--- src/rtl/gpio_event_unit.sv ---
module gpio_event_unit #(
  parameter int AW = 6,
  parameter int DW = 16
) (
  input  logic          clk,
  input  logic          rst_n,
  input  logic [AW-1:0] bus_addr,
  input  logic          bus_wr,
  input  logic [DW-1:0] bus_wdata,
  output logic [DW-1:0] bus_rdata,
  input  logic [3*DW-1:0] pin_in,
  output logic [3*DW-1:0] pin_out,
  output logic [3*DW-1:0] pin_oe,
  output logic          irq_out
);
  localparam int NP = 3 * DW;
  localparam int NI = 2 * DW;

  localparam logic [AW-1:0] O_DIR0 = AW'('h00), O_DIR1 = AW'('h02), O_DIR2 = AW'('h1E);
  localparam logic [AW-1:0] O_DAT0 = AW'('h04), O_DAT1 = AW'('h06), O_DAT2 = AW'('h1C);
  localparam logic [AW-1:0] O_STS0 = AW'('h08), O_STS1 = AW'('h0A);
  localparam logic [AW-1:0] O_IEN0 = AW'('h0C), O_IEN1 = AW'('h0E);
  localparam logic [AW-1:0] O_TRG0 = AW'('h10), O_TRG1 = AW'('h12);
  localparam logic [AW-1:0] O_POL0 = AW'('h14), O_POL1 = AW'('h16);
  localparam logic [AW-1:0] O_HLD0 = AW'('h18), O_HLD1 = AW'('h1A);
  localparam logic [AW-1:0] O_FEN0 = AW'('h20), O_FEN1 = AW'('h22);
  localparam logic [AW-1:0] O_REN0 = AW'('h24), O_REN1 = AW'('h26);

  logic [NP-1:0] dir, dat, sy1, sy2;
  logic [NI-1:0] ien, trg, pol, hld, fen, ren, sts, prv;
  logic          irq_q;

  logic [NI-1:0] smp, evt, lvl, clr, sts_n;
  logic [NP-1:0] pad_view;

  assign smp = sy2[NI-1:0];
  assign evt = (smp & ~prv & ren) | (~smp & prv & fen);
  assign lvl = ~(smp ^ pol);
  assign clr = !bus_wr ? '0 :
               (bus_addr == O_STS0) ? {{DW{1'b0}}, bus_wdata} :
               (bus_addr == O_STS1) ? {bus_wdata, {DW{1'b0}}} : '0;
  assign sts_n = (~trg & lvl) | (trg & ~hld & evt) | (trg & hld & (evt | (sts & ~clr)));

  assign pad_view = (dir & dat) | (~dir & sy2);
  assign pin_out  = dat;
  assign pin_oe   = dir;
  assign irq_out  = irq_q;

  always_ff @(posedge clk or negedge rst_n) begin
    if (!rst_n) begin
      sy1   <= '0;
      sy2   <= '0;
      prv   <= '0;
      sts   <= '0;
      irq_q <= 1'b0;
    end else begin
      sy1   <= pin_in;
      sy2   <= sy1;
      prv   <= smp;
      sts   <= sts_n;
      irq_q <= |(sts & ien);
    end
  end

  always_ff @(posedge clk or negedge rst_n) begin
    if (!rst_n) begin
      dir <= '0;
      dat <= '0;
      ien <= '0;
      trg <= '0;
      pol <= '0;
      hld <= '0;
      fen <= '0;
      ren <= '0;
    end else if (bus_wr) begin
      case (bus_addr)
        O_DIR0: dir[DW-1:0]      <= bus_wdata;
        O_DIR1: dir[2*DW-1:DW]   <= bus_wdata;
        O_DIR2: dir[3*DW-1:2*DW] <= bus_wdata;
        O_DAT0: dat[DW-1:0]      <= bus_wdata;
        O_DAT1: dat[2*DW-1:DW]   <= bus_wdata;
        O_DAT2: dat[3*DW-1:2*DW] <= bus_wdata;
        O_IEN0: ien[DW-1:0]      <= bus_wdata;
        O_IEN1: ien[2*DW-1:DW]   <= bus_wdata;
        O_TRG0: trg[DW-1:0]      <= bus_wdata;
        O_TRG1: trg[2*DW-1:DW]   <= bus_wdata;
        O_POL0: pol[DW-1:0]      <= bus_wdata;
        O_POL1: pol[2*DW-1:DW]   <= bus_wdata;
        O_HLD0: hld[DW-1:0]      <= bus_wdata;
        O_HLD1: hld[2*DW-1:DW]   <= bus_wdata;
        O_FEN0: fen[DW-1:0]      <= bus_wdata;
        O_FEN1: fen[2*DW-1:DW]   <= bus_wdata;
        O_REN0: ren[DW-1:0]      <= bus_wdata;
        O_REN1: ren[2*DW-1:DW]   <= bus_wdata;
        default: ;
      endcase
    end
  end

  always_comb begin
    bus_rdata = '0;
    case (bus_addr)
      O_DIR0: bus_rdata = dir[DW-1:0];
      O_DIR1: bus_rdata = dir[2*DW-1:DW];
      O_DIR2: bus_rdata = dir[3*DW-1:2*DW];
      O_DAT0: bus_rdata = pad_view[DW-1:0];
      O_DAT1: bus_rdata = pad_view[2*DW-1:DW];
      O_DAT2: bus_rdata = pad_view[3*DW-1:2*DW];
      O_STS0: bus_rdata = sts[DW-1:0];
      O_STS1: bus_rdata = sts[2*DW-1:DW];
      O_IEN0: bus_rdata = ien[DW-1:0];
      O_IEN1: bus_rdata = ien[2*DW-1:DW];
      O_TRG0: bus_rdata = trg[DW-1:0];
      O_TRG1: bus_rdata = trg[2*DW-1:DW];
      O_POL0: bus_rdata = pol[DW-1:0];
      O_POL1: bus_rdata = pol[2*DW-1:DW];
      O_HLD0: bus_rdata = hld[DW-1:0];
      O_HLD1: bus_rdata = hld[2*DW-1:DW];
      O_FEN0: bus_rdata = fen[DW-1:0];
      O_FEN1: bus_rdata = fen[2*DW-1:DW];
      O_REN0: bus_rdata = ren[DW-1:0];
      O_REN1: bus_rdata = ren[2*DW-1:DW];
      default: bus_rdata = '0;
    endcase
  end

  a_r8_no_enable_no_irq: assert property (@(posedge clk) disable iff (!rst_n)
    (ien == '0) |=> !irq_out);
  a_r8_irq_rise_needs_enable: assert property (@(posedge clk) disable iff (!rst_n)
    $rose(irq_out) |-> $past(ien != '0));

  for (genvar i = 0; i < NI; i++) begin : g_chk
    a_r4_held_bit_kept: assert property (@(posedge clk) disable iff (!rst_n)
      (trg[i] && hld[i] && sts[i] && !clr[i]) |=> sts[i]);
    a_r7_event_beats_clear: assert property (@(posedge clk) disable iff (!rst_n)
      (trg[i] && hld[i] && evt[i]) |=> sts[i]);
    a_r5_through_idle_low: assert property (@(posedge clk) disable iff (!rst_n)
      (trg[i] && !hld[i] && !evt[i]) |=> !sts[i]);
    a_r6_level_inactive_low: assert property (@(posedge clk) disable iff (!rst_n)
      (!trg[i] && (smp[i] != pol[i])) |=> !sts[i]);
  end
endmodule

--- config.mk ---
export PLATFORM = sky130hd
export DESIGN_NAME = gpio_event_unit
export DESIGN_NICKNAME = d
export VERILOG_FILES = /design/src/rtl/gpio_event_unit.sv
export SDC_FILE = /design/constraint.sdc
export NUM_CORES = 1
export LEC_CHECK = 0
export BUFFER_PORTS_ARGS = -buffer_cell sky130_fd_sc_hd__buf_4
export CORE_MARGIN = 5
export CORE_UTILIZATION = 60
export CTS_BUF_LIST = sky130_fd_sc_hd__clkbuf_4
export CTS_CLUSTER_DIAMETER = 120
export DETAILED_ROUTE_END_ITERATION = 10
export PLACE_DENSITY = 0.81
export SKIP_CTS_REPAIR_TIMING = 1
export SKIP_LAST_GASP = 1
export SYNTH_ARGS = -nofsm -noshare
export SYNTH_HDL_FRONTEND = slang
export SYNTH_SLANG_ARGS = --single-unit
--- constraint.sdc ---
create_clock -name clk -period 3 [get_ports clk]
set_input_delay 0.6 -clock clk [delete_from_list [all_inputs] [get_ports clk]]
set_output_delay 0.6 -clock clk [all_outputs]
set_load 0.03 [all_outputs]
==> results.sh <==
export IMPL_status="finished with violations"
export IMPL_violations="setup timing"
export IMPL_clock_path_buffers=3
export IMPL_reg2reg_from="sts[1]$_DFF_PN0_"
export IMPL_coreArea_sq_um=32500
export IMPL_postLayoutSetupSlackWorst_ns=-0.259
export IMPL_worst_ep_required_time_ns=2.40
export IMPL_multiInputGateArea_sq_um=8250
export IMPL_async_flop_share_pct=100
export IMPL_reg2reg_depth=5
export IMPL_finalHoldViolCount=0
export IMPL_rr_endpoint="irq_out$_DFF_PN0_"
export IMPL_fmax_mhz=307
export IMPL_layout_drive_gt1_share_pct=42.7
export IMPL_fin_crit_ns=3.26
export IMPL_synth_common_cells="dfrtp_1 (449), mux2_2 (235), nand2_1 (93), o21ai_0 (81), mux2i_1 (68)"
export IMPL_seqPwrFrac_pct=50.3
export IMPL_die_area_sq_um=36600
export IMPL_yosys_warnings=0
export IMPL_grt_pass1_vias=15900
export IMPL_die_h_microns=191
export IMPL_grt_total_usage_pct=36.6
export IMPL_ys_ff_latch=449
export IMPL_slew_viol_final=0
export IMPL_detail_route_antenna_nets=0
export IMPL_ff_latch_area_sq_um=11200
export IMPL_setup_violations=6
export IMPL_clockPowerShare_pct=32.9
export IMPL_cts_buffers_inserted=111
export IMPL_grt_pass1_wl_microns=99400
export IMPL_p_int_mw=10.5
export IMPL_grt_max_degree=94
export IMPL_reg2reg_setup_slack_ns=1.20
export IMPL_worst_setup_path_end_kind="primary output"
export IMPL_cts_tree="done"
export IMPL_p_leak_nw=11.9
export IMPL_p_comb_share_pct=16.9
export IMPL_vias=15900
export IMPL_clock_sinks=449
export IMPL_yosysUniqueCellTypes=77
export IMPL_drtIter0Drc=1818
export IMPL_syn_area_sq_um=19800
export IMPL_synth_edf_count=0
export IMPL_peakVddDrop_uv=391
export IMPL_chipWidth_microns=191
export IMPL_p_sw_share_pct=30.6
export IMPL_synth_flop_cell="dfrtp_1"
export IMPL_insertion_delay_ns=0.84
export IMPL_htreeDepth=3
export IMPL_clock_tree_root_cell="clkbuf_4"
export IMPL_crit_type="reg2out"
export IMPL_crit_fanout=4
export IMPL_yosys_area_top_type="dfrtp_1"
export IMPL_post_route_util_pct=77.0
export IMPL_wirelength_microns=68400
export IMPL_synthToLayoutAreaGrowth_pct=26.8
export IMPL_netlist_area_leader_share_pct=56.9
export IMPL_ys_top_cells_by_area="dfrtp_1 (57%), mux2_2 (13%), mux2i_1 (3.4%)"
export IMPL_pin_count=186
export IMPL_gp_congestion=1.00
export IMPL_final_nets=2044
export IMPL_initial_utilization_pct=60.7
export IMPL_rsz0062_at_grt="true"
export IMPL_rows=66
export IMPL_firstDrtPassIters=6
export IMPL_antenna_found_initial=2
export IMPL_hold_path_end="pin_out[43]$_DFFE_PN0P_"
export IMPL_place_port_buffers=185
export IMPL_drc=0
export IMPL_skew_ns=0.0626
export IMPL_syn_nets=1611
export IMPL_slew_headroom_pct=53.1
export IMPL_ys_seq_area_share_pct=56.9
export IMPL_holdPathStages=2
export IMPL_path_clk_slew_ns=0.07
export IMPL_fillCellCount=2136
export IMPL_drt_vias_per_instance=6.37
export IMPL_hold_start="bus_wdata[11]"
export IMPL_hpwl_microns=47100
export IMPL_synth_most_common_cell="dfrtp_1"
export IMPL_worstPathArrival_ns=2.66
export IMPL_overflow=0
export IMPL_tightest_slew_ns=0.702
export IMPL_max_cap_viol_count=0
export IMPL_pre_cts_ws_ns=-0.315
export IMPL_timing_final_crit_share_pct=109
export IMPL_powerDensity_nw_per_um2=604
export IMPL_wl_per_cell_microns=27.4
export IMPL_syn_area_per_cell_sq_um=12.8
export IMPL_power_net_switching_mw=4.62
export IMPL_hp_class="in2reg"
export IMPL_synthCells=1538
export IMPL_tns_ns=-0.714
export IMPL_start_kind="flip-flop"
-- logic make-up after synthesis --
group	Yosys count	synth area share, %
flops	449	56.9
mux	362	20.6
compound gates	282	9.39
simple gates	297	8.84
xor+xnor	32	1.42
buf+inv	116	2.82
-- cell usage in the layout, fill, tap and decap left out, types with 29 or more instances in the layout --
cell / instances
nor2_1: 29
a22oi_1: 42
dlygate4sd3_1: 49
clkinv_1: 31
dfrtp_1: 440
mux2i_1: 58
mux2_2: 233
mux2_1: 38
clkbuf_4: 153
o21ai_0: 75
buf_4: 325
a21oi_1: 51
nand2_1: 92
-- final cells by class --
cell class	instances	share of cell area, %
sequential	449	44.9
multi-input combinational	973	32.9
timing repair buffer	416	14.2
clock buffer	153	4.59
tap	442	2.21
clock inverter	38	0.794
inverter	20	0.300
antenna	3	0.0300
-- layer usage --
layer / share of wire [%] / vias up / global-route usage (%)
met1: 39 / 8035 / 50.4
met2: 46 / 1027 / 56.7
met3: 10 / 224 / 9.33
met5: 0 / - / 0
met4: 4.3 / 0 / 14.2
li1: - / 6591 / -
-- worst max path at each step --
stage                                start            end  slack [ns]  cells after the start
floorplan                      bus_addr[2]  bus_rdata[11]        0.06                      8
global placement               bus_addr[5]  bus_rdata[15]       -0.34                      8
detailed placement             bus_addr[5]  bus_rdata[15]       -0.31                      8
CTS                 pin_oe[47]$_DFFE_PN0P_  bus_rdata[15]       -0.55                      5
global route        pin_oe[47]$_DFFE_PN0P_  bus_rdata[15]       -0.36                      5
finish              pin_oe[26]$_DFFE_PN0P_  bus_rdata[10]       -0.26                      5
-- flip-flops by register name, indices dropped and copies added, names as in the netlist --
name     flops
pin_oe      48
irq_out      1
ien         32
trg         32
sts         32
hld         32
pin_out     48
sy2         48
sy1         48
fen         32
pol         32
ren         32
prv         32
-- stage by stage --
stage          std cells  area, sq um  hold WS [ns]  total power, mW
2_1_floorplan       1538        19800         0.304             8.77
3_3_place_gp        2228        22600         0.331             9.89
3_5_place_dp        2228        22600         0.335             9.98
4_1_cts             2419        24000        -0.310             14.9
5_1_grt             2493        25000         0.114             15.8
6_report            2494        25000         0.147             15.1
-- power groups by stage --
stage | combinational [mW] | sequential, mW | clock [mW]
after floorplan | 1.09 | 7.68 | 0
after global routing | 2.71 | 7.64 | 5.40
after global placement | 2.27 | 7.62 | 0
after detailed placement | 2.33 | 7.65 | 0
after CTS | 2.35 | 7.55 | 5.01
final | 2.55 | 7.61 | 4.97
-- worst max-delay path: stages, from the launching register on --
cell,delay [ns]
dfrtp_1,0.44
nor3b_1,0.17
a32o_1,0.25
or4_1,0.48
or3_4,0.36
buf_6,0.15
Power figures use the tool's default switching activity.
